`src/rtl/pcc_pkg.sv`:
```
package pcc_pkg;
  localparam logic [31:0] KEY_FIRST  = 32'h0000_5AF0;
  localparam logic [31:0] KEY_SECOND = 32'h0000_A50F;
  localparam int unsigned COMMIT_LAT = 2;

  localparam logic [7:0] OFF_CFG   = 8'h00;
  localparam logic [7:0] OFF_UPD   = 8'h04;
  localparam logic [7:0] OFF_STAT  = 8'h08;
  localparam logic [7:0] OFF_MSTAT = 8'h10;
  localparam logic [7:0] OFF_MREQ  = 8'h30;

  localparam int unsigned BIT_CLK  = 0;
  localparam int unsigned BIT_SAFE = 2;

  typedef enum logic {KS_IDLE, KS_ARMED} key_state_e;
endpackage

```
`src/rtl/pcc_key_seq.sv`:
```
module pcc_key_seq
  import pcc_pkg::*;
(
  input  logic        clk_i,
  input  logic        rst_ni,
  input  logic        key_wr_i,
  input  logic [31:0] wdata_i,
  output logic        armed_o,
  output logic        accept_o,
  output logic        apply_o
);
  key_state_e state_q, state_d;
  logic [COMMIT_LAT-1:0] pipe_q;

  always_comb begin
    state_d  = state_q;
    accept_o = 1'b0;
    if (key_wr_i) begin
      if (state_q == KS_IDLE) begin
        state_d = (wdata_i == KEY_FIRST) ? KS_ARMED : KS_IDLE;
      end else begin
        // any key write while armed leaves the armed state
        accept_o = (wdata_i == KEY_SECOND);
        state_d  = KS_IDLE;
      end
    end
  end

  always_ff @(posedge clk_i or negedge rst_ni) begin
    if (!rst_ni) begin
      state_q <= KS_IDLE;
      pipe_q  <= '0;
    end else begin
      state_q <= state_d;
      pipe_q  <= {pipe_q[COMMIT_LAT-2:0], accept_o};
    end
  end

  assign armed_o = (state_q == KS_ARMED);
  assign apply_o = pipe_q[COMMIT_LAT-1];
endmodule

```
`src/rtl/pcc_part.sv`:
```
module pcc_part
  import pcc_pkg::*;
#(
  parameter int unsigned MOD_W    = 8,
  parameter bit          RST_CLK  = 1'b0,
  parameter bit          RST_SAFE = 1'b1
) (
  input  logic             clk_i,
  input  logic             rst_ni,
  input  logic             we_i,
  input  logic [7:0]       off_i,
  input  logic [31:0]      wdata_i,
  input  logic             apply_i,
  output logic [31:0]      rdata_o,
  output logic             clk_o,
  output logic             safe_o,
  output logic [MOD_W-1:0] mod_o,
  output logic             upd_pend_o
);
  logic cfg_clk_q, cfg_safe_q, upd_clk_q, upd_safe_q, act_clk_q, act_safe_q;
  logic [MOD_W-1:0] mreq_q, mact_q;
  logic unused_wdata;

  assign unused_wdata = ^wdata_i;

  always_ff @(posedge clk_i or negedge rst_ni) begin
    if (!rst_ni) begin
      cfg_clk_q  <= RST_CLK;
      cfg_safe_q <= RST_SAFE;
      act_clk_q  <= RST_CLK;
      act_safe_q <= RST_SAFE;
      upd_clk_q  <= 1'b0;
      upd_safe_q <= 1'b0;
      mreq_q     <= '0;
      mact_q     <= '0;
    end else begin
      if (we_i && off_i == OFF_CFG) begin
        cfg_clk_q  <= wdata_i[BIT_CLK];
        cfg_safe_q <= wdata_i[BIT_SAFE];
      end
      if (we_i && off_i == OFF_MREQ) mreq_q <= wdata_i[MOD_W-1:0];
      if (apply_i) begin
        if (upd_clk_q) begin
          act_clk_q <= cfg_clk_q;
          mact_q    <= cfg_clk_q ? mreq_q : '0;
        end
        if (upd_safe_q) act_safe_q <= cfg_safe_q;
        upd_clk_q  <= 1'b0;
        upd_safe_q <= 1'b0;
      end else if (we_i && off_i == OFF_UPD) begin
        upd_clk_q  <= wdata_i[BIT_CLK];
        upd_safe_q <= wdata_i[BIT_SAFE];
      end
    end
  end

  always_comb begin
    rdata_o = '0;
    unique case (off_i)
      OFF_CFG:   begin rdata_o[BIT_CLK] = cfg_clk_q; rdata_o[BIT_SAFE] = cfg_safe_q; end
      OFF_UPD:   begin rdata_o[BIT_CLK] = upd_clk_q; rdata_o[BIT_SAFE] = upd_safe_q; end
      OFF_STAT:  begin rdata_o[BIT_CLK] = act_clk_q; rdata_o[BIT_SAFE] = act_safe_q; end
      OFF_MSTAT: rdata_o[MOD_W-1:0] = mact_q;
      OFF_MREQ:  rdata_o[MOD_W-1:0] = mreq_q;
      default:   rdata_o = '0;
    endcase
  end

  assign clk_o      = act_clk_q;
  assign safe_o     = act_safe_q;
  assign mod_o      = mact_q;
  assign upd_pend_o = upd_clk_q | upd_safe_q;
endmodule

```
`src/rtl/pcc_ctrl.sv`:
```
module pcc_ctrl #(
  parameter int unsigned NUM_PART = 4,
  parameter int unsigned MOD_W    = 8,
  parameter int unsigned ADDR_W   = 12
) (
  input  logic                      clk_i,
  input  logic                      rst_ni,
  input  logic                      we_i,
  input  logic [ADDR_W-1:0]         addr_i,
  input  logic [31:0]               wdata_i,
  output logic [31:0]               rdata_o,
  output logic [NUM_PART-1:0]       part_clk_o,
  output logic [NUM_PART-1:0]       part_safe_o,
  output logic [NUM_PART*MOD_W-1:0] mod_clk_o
);
  localparam int unsigned IDX_W = ADDR_W - 9;

  logic              key_wr, key_armed, commit_accept, commit_apply;
  logic              grp_hit;
  logic [IDX_W-1:0]  grp_idx;
  logic [7:0]        grp_off;
  logic [NUM_PART-1:0] sel, upd_pend;
  logic [31:0]       part_rd [NUM_PART];

  assign key_wr  = we_i && (addr_i == '0);
  // group p occupies 0x100 + p*0x200 .. +0xFF
  assign grp_hit = addr_i[8];
  assign grp_idx = addr_i[ADDR_W-1:9];
  assign grp_off = addr_i[7:0];

  pcc_key_seq u_key (
    .clk_i    (clk_i),
    .rst_ni   (rst_ni),
    .key_wr_i (key_wr),
    .wdata_i  (wdata_i),
    .armed_o  (key_armed),
    .accept_o (commit_accept),
    .apply_o  (commit_apply)
  );

  for (genvar p = 0; p < NUM_PART; p++) begin : g_part
    assign sel[p] = grp_hit && (grp_idx == IDX_W'(p));
    pcc_part #(
      .MOD_W    (MOD_W),
      .RST_CLK  (p == 0),
      .RST_SAFE (p != 0)
    ) u_part (
      .clk_i      (clk_i),
      .rst_ni     (rst_ni),
      .we_i       (we_i && sel[p]),
      .off_i      (grp_off),
      .wdata_i    (wdata_i),
      .apply_i    (commit_apply),
      .rdata_o    (part_rd[p]),
      .clk_o      (part_clk_o[p]),
      .safe_o     (part_safe_o[p]),
      .mod_o      (mod_clk_o[p*MOD_W +: MOD_W]),
      .upd_pend_o (upd_pend[p])
    );
  end

  always_comb begin
    rdata_o = '0;
    for (int p = 0; p < NUM_PART; p++) begin
      if (sel[p]) rdata_o = part_rd[p];
    end
  end
endmodule

```
`config.mk`:
```
export PLATFORM = sky130hd
export DESIGN_NAME = pcc_ctrl
export DESIGN_NICKNAME = d
export VERILOG_FILES = /design/src/rtl/pcc_pkg.sv /design/src/rtl/pcc_key_seq.sv /design/src/rtl/pcc_part.sv /design/src/rtl/pcc_ctrl.sv
export SDC_FILE = /design/constraint.sdc
export NUM_CORES = 1
export LEC_CHECK = 0
export ABC_AREA = 1
export CAP_MARGIN = 30
export CORE_MARGIN = 2
export CORE_UTILIZATION = 60
export CTS_BUF_LIST = sky130_fd_sc_hd__clkbuf_8
export DETAILED_ROUTE_END_ITERATION = 16
export DONT_BUFFER_PORTS = 1
export MAX_ROUTING_LAYER = met4
export PLACE_DENSITY = 0.85
export SYNTH_ARGS = -nofsm -noshare
export SYNTH_HDL_FRONTEND = slang
export SYNTH_SLANG_ARGS = --single-unit
```
`constraint.sdc`:
```
create_clock -name clk_i -period 1.89 [get_ports clk_i]
set_clock_uncertainty 0.1 [all_clocks]
set_input_delay 0.2835 -clock clk_i [delete_from_list [all_inputs] [get_ports clk_i]]
set_output_delay 0.2835 -clock clk_i [all_outputs]
set_load 0.03 [all_outputs]
```
Yosys cells after proc, flatten, opt, wreduce, memory -nomap -nowiden

Index checks and enable logic that the tools add are counted.

Bits of input ports: 47
Flip-flop bits (word level): 91
Output and inout port bits: 72
Logic and storage cells: 123

Reduce and logical (&&, ||, !) cells: 36
Equal/unequal tests: 9
Mux-type cells: 44

Operator list:

| kind                 | number |
|---|---|
| $mux 32              | 3 |
| $mux 8               | 5 |
| $pmux 1 s5           | 8 |
| $pmux 5 s2           | 4 |
| $eq 32x15->1 const B | 1 |
| $eq 32x16->1 const B | 1 |
| $logic_and 1x1->1    | 21 |
| $mux 1               | 20 |
| $reduce_and 2->1     | 8 |
| $logic_not 12->1     | 1 |
| $eq 8x3->1 const B   | 1 |
| $eq 8x4->1 const B   | 1 |
| $eq 8x5->1 const B   | 1 |
| $eq 8x6->1 const B   | 1 |
| $logic_not 8->1      | 1 |
| $pmux 1 s2           | 4 |
| $reduce_bool 2->1    | 4 |
| $eq 3x2->1 const B   | 2 |
| $eq 3x1->1 const B   | 1 |
| $logic_not 3->1      | 1 |

Depth between registers and ports, before layout

Word-level depth: 6
Mapped depth: 12
Mapped depth without buffers: 11

Modules after synthesis

Synthesis repeated with hierarchy kept, for this count alone.

Cell total of the unflattened synthesis: 966
Area total of the unflattened synthesis: 6899.1 µm²

Modules (own cells, without submodules):

| module      | times used | sequential area each (µm²) | cells an instance | area each (µm²) |
|---|---|---|---|---|
| pcc_part    | 4          | 553.0                      | 172               | 1360.1 |
| pcc_ctrl    | 1          | 0.0                        | 209               | 1121.1 |
| pcc_key_seq | 1          | 75.1                       | 69                | 337.8 |

Worst setup path after synthesis

Ideal clock, no wire load.

Path kind: input to output
Start point: input port addr_i[5]
End point: output port rdata_o[0]
Required time: 1.507 ns
Buffers on the path: 1
Arrival: 1.554 ns
Cell stages on the path: 11
Path slack: -0.047 ns
Path through: nor2_1 nand2_1 inv_1 nand2_1 inv_1 buf_4 nand2_1 o21ai_0 nor2_1 o2bb2ai_1 a21oi_1

Word-level cells in the longest chain between the ends: 6

Ends and longest elaborated chain:

| what                                     | RTL line       | source |
|---|---|---|
| start, declared                          | pcc_ctrl.sv:9  | `input logic [ADDR_W-1:0] addr_i,` |
| $eq 8x6->1, or another cell as far along | pcc_part.sv:59 | `unique case (off_i)` |
| $pmux 1 s5                               | pcc_part.sv:59 |  |
| $mux 8                                   | pcc_ctrl.sv:65 | `if (sel[p]) rdata_o = part_rd[p];` |
| $mux 32 (2 in a row)                     | pcc_ctrl.sv:65 |  |
| $mux 32 *                                | pcc_ctrl.sv:65 |  |
| end, declared                            | pcc_ctrl.sv:11 | `output logic [31:0] rdata_o,` |

Every way passes the cells marked *; elsewhere a longest branch is shown, timed or not.

Final worst setup path

Start point: register g_part[0].u_part.act_clk_q
End point: output port rdata_o[0]

Word-level cells in the longest chain between the ends: 5

Ends and longest elaborated chain:

| what                   | RTL line       | source |
|---|---|---|
| start, declared        | pcc_part.sv:20 | `logic cfg_clk_q, cfg_safe_q, upd_clk_q, upd_safe_q, act_clk_q, act_safe_q;` |
| start signal, assigned | pcc_part.sv:44 | `act_clk_q <= cfg_clk_q;` |
| $pmux 1 s5             | pcc_part.sv:59 |  |
| $mux 8                 | pcc_ctrl.sv:65 |  |
| $mux 32 (3 in a row)   | pcc_ctrl.sv:65 |  |

No other way between the ends.

==> run summary <==
Status = finished, violations left
Violated checks = negative hold slack, negative setup slack
Placeable core area = 7690 µm²
Synthesized area = 4740 µm²
Number of standard cells after synthesis = 589
Die outline height = 92.9 µm
Total power = 3.51 mW
Final setup violation count = 4
Final Max Tran Viols = 0
Share of cells above drive strength 1 = 23.7%
Hold Worst Slack = -504 ps
Clock tree root driver cell = clkbuf_8
Max frequency = 493 MHz
Final cell utilization of the core = 74.2%
Critical Path End Type = output pin
DRC = 0
Largest stage delay on the critical path = 550 ps
Growth of design area from synthesis to finish = 20.2%
Layout filler cell count = 556
Final GP Congestion = 0.952
Number of placement rows = 32
Fraction of the mapped netlist area in adder cells = 0%
Maximum number of pins on one net before global-route repair = 92
Post-synthesis average cell area = 8.05 µm²
CTS H-tree depth = 3
Hold Vio Cnt, Final = 91
Data arrival time of the critical path = 1650 ps
Dpl hpwl = 9230 µm
Via count of the first global-routing pass = 4437
Crit path setup slack, layout = -140 ps
Sinks on the clock net = 91
Count of distinct cell types in the synthesized netlist = 34
Post-synthesis compound-gate area fraction = 16.5%
FF+latch area = 2290 µm²
Post-synthesis mux area share = 0%
Most frequent standard cell in the layout excluding fill and tap cells = nand2_1
Kind of critical path = flip-flop to output pin
Ant. Diodes = 0
DR pass1 iterations = 7
Largest vdd supply drop = 0.000446 V
CTS buffer count = 9
Critical path required time = 1510 ps
Tightest Pin Transition = 538 ps
Chip width = 92.9 µm
Setup repair after global routing missed its margin = yes
Cells along the critical path = nand3_1, nand3_1, o21bai_1, nand3_1, nand2_1, a21oi_2, buf_6
Antenna violations before repair = 0
Number of nets with antenna violations after routing = 0
CTS tree = yes
Global-route wire length before repair = 21200 µm
Max-cap violation count = 0
Fin crit period = 2030 ps
Static power due to leakage = 2.68 nW
Basic-gate share of the synthesized area counting and, or, nand and nor cells = 20.1%
Final Net Count = 700
Number of buffers added on ports = 0
Cell with the biggest individual delay on the critical path = dfstp_2
Clock-pin slew reported for the worst setup and hold paths after clock tree synthesis = 100 ps
I/O pin count = 119
Gr usage total = 32.8%
Synthesis-stage register bit count = 91
Fraction of the cycle the final worst path needs = 107%
Clock latency on the worst-skew pair = 370 ps
Most frequent cells in the layout = 134 x nand2_1, 85 x inv_1, 83 x dfrtp_1
Dominant combinational cell family by area after synthesis = simple AND/OR/NAND/NOR gates
Worst slew margin relative to its limit = 64.1%
Type of origin of the critical path = flip-flop
Maximum number of buffers from clock root to sink = 2
Total die area = 8630 µm²
Yosys warns = 0
Initial cell density of the core = 61.7%
Vias = 4625
Share of the yosys chip area belonging to registers = 48.2%
Avg Vias per Cell = 6.09
Share of the synthesized netlist area taken by xor and xnor gates = 0%
Area taken by multi-input logic gates = 1980 µm²
Most repeated library cell on the critical path = nand3_1
Path type of the worst min-delay path = input port to async pin
Initial DRC Count = 571
Wirelength, routed = 14200 µm
Largest fanout of any net on the critical path = 2
GRT Residual Overflow = 0
Cell area power density = 616 nW/µm²
Routed WL per cell = 18.7 µm
## registers in the layout, summed over array words and instances, names as in the netlist
name                      count
g_part.u_part.upd_clk_q       4
g_part.u_part.cfg_safe_q      4
g_part.u_part.mreq_q         32
g_part.u_part.upd_safe_q      4
g_part.u_part.clk_o           4
g_part.u_part.cfg_clk_q       4
u_key.pipe_q                  2
g_part.u_part.mod_o          32
u_key.armed_o                 1
g_part.u_part.safe_o          4
## repair_timing
item | 4_1_cts | 5_1_grt
setup buffers | 1 | 8
resized for setup | 8 | 51
pin swaps | 2 | 11
setup endpoints to repair | 3 | 8
hold endpoints to repair | 91 | 91
gates cloned | 1 | 1
## Yosys cell counts, drive strengths merged
master   instances  area [µm²]
nand3           24         125
o22ai           53         332
clkbuf           1        3.75
buf             43         322
nor2            22         104
nor3             6        41.3
nand2          148         578
dfstp            8         210
a31oi            4        25.0
o2bb2ai          1        8.76
o21bai           1        7.51
a22o             1        8.76
a21oi            8        40.0
dfrtp           83        2080
o211ai           1        7.51
clkinv           3        11.3
nor4             7        43.8
o221ai           1        8.76
conb             1        3.75
inv            100         378
nand4           10        62.6
o21ai           63         345
## where the power goes
part	leakage, nW	internal (mW)	switching, mW
logic	1.34	0.0367	0.147
registers	1.24	1.95	0.00328
clock network	0.0976	0.619	0.753
## cells by family (layout without fill, tap and decap cells)
family                 count (synthesis)  count (layout)
AO/OA/AOI/OAI                        133             133
buffers and inverters                147             193
flip-flops                            91              91
other                                  1              24
AND/OR/NAND/NOR                      217             217
## worst max-delay path, delay by kind of cell, from the launching register on
family                 cells  cell delay [ps]
AO/OA/AOI/OAI              2              230
AND/OR/NAND/NOR            4              340
buffers and inverters      1              150
flip-flops                 1              550
## routing by layer
| metal | up-vias | global-route usage (%) | share of wire [%] |
|---|---|---|---|
| met5 | - | - | 0 |
| met3 | 72 | 7.08 | 12 |
| met2 | 371 | 52.1 | 48 |
| li1 | 2010 | - | - |
| met4 | 0 | 11.4 | 3.9 |
| met1 | 2172 | 42.2 | 36 |
## final cells by class
cell class | instances | area share [%]
well taps | 102 | 2.24
inverters | 103 | 6.96
repair buffers | 74 | 12.5
clock buffers | 9 | 2.17
multi-input cells | 374 | 34.7
flip-flops and latches | 91 | 40.1
clock inverters | 7 | 1.32
## final timing paths
kind                                               startpoint                                     end  slack (ps)  cells past startpoint
min reg2reg                         u_key.pipe_q[0]$_DFF_PN0_               u_key.pipe_q[1]$_DFF_PN0_         270                      0
max in group asynchronous                              rst_ni     g_part[3].u_part.safe_o$_DFFE_PN1P_        1910                      0
min                                                    rst_ni  g_part[1].u_part.upd_clk_q$_DFFE_PN0P_        -500                      0
max                        g_part[0].u_part.clk_o$_DFFE_PN1P_                              rdata_o[0]        -140                      7
min in group clk_i                                 wdata_i[7]               u_key.pipe_q[0]$_DFF_PN0_          30                      3
max reg2reg                         u_key.pipe_q[1]$_DFF_PN0_   g_part[3].u_part.mod_o[0]$_DFFE_PN0P_         270                      4
## through the flow
| step | hold slack, ps | cells | worst slack, ps | area, µm² | TNS [ps] |
|---|---|---|---|---|---|
| final | -504 | 760 | -140 | 5700 | -169 |
| after global routing | -521 | 760 | -201 | 5700 | -606 |
| after CTS | -505 | 751 | -98.9 | 5460 | -98.9 |
| after detailed placement | -110 | 733 | -122 | 5180 | -209 |
| after global placement | -109 | 733 | -157 | 5180 | -230 |
| after floorplan | -112 | 612 | 108 | 4830 | 0 |
Power figures use the tool's default switching activity.
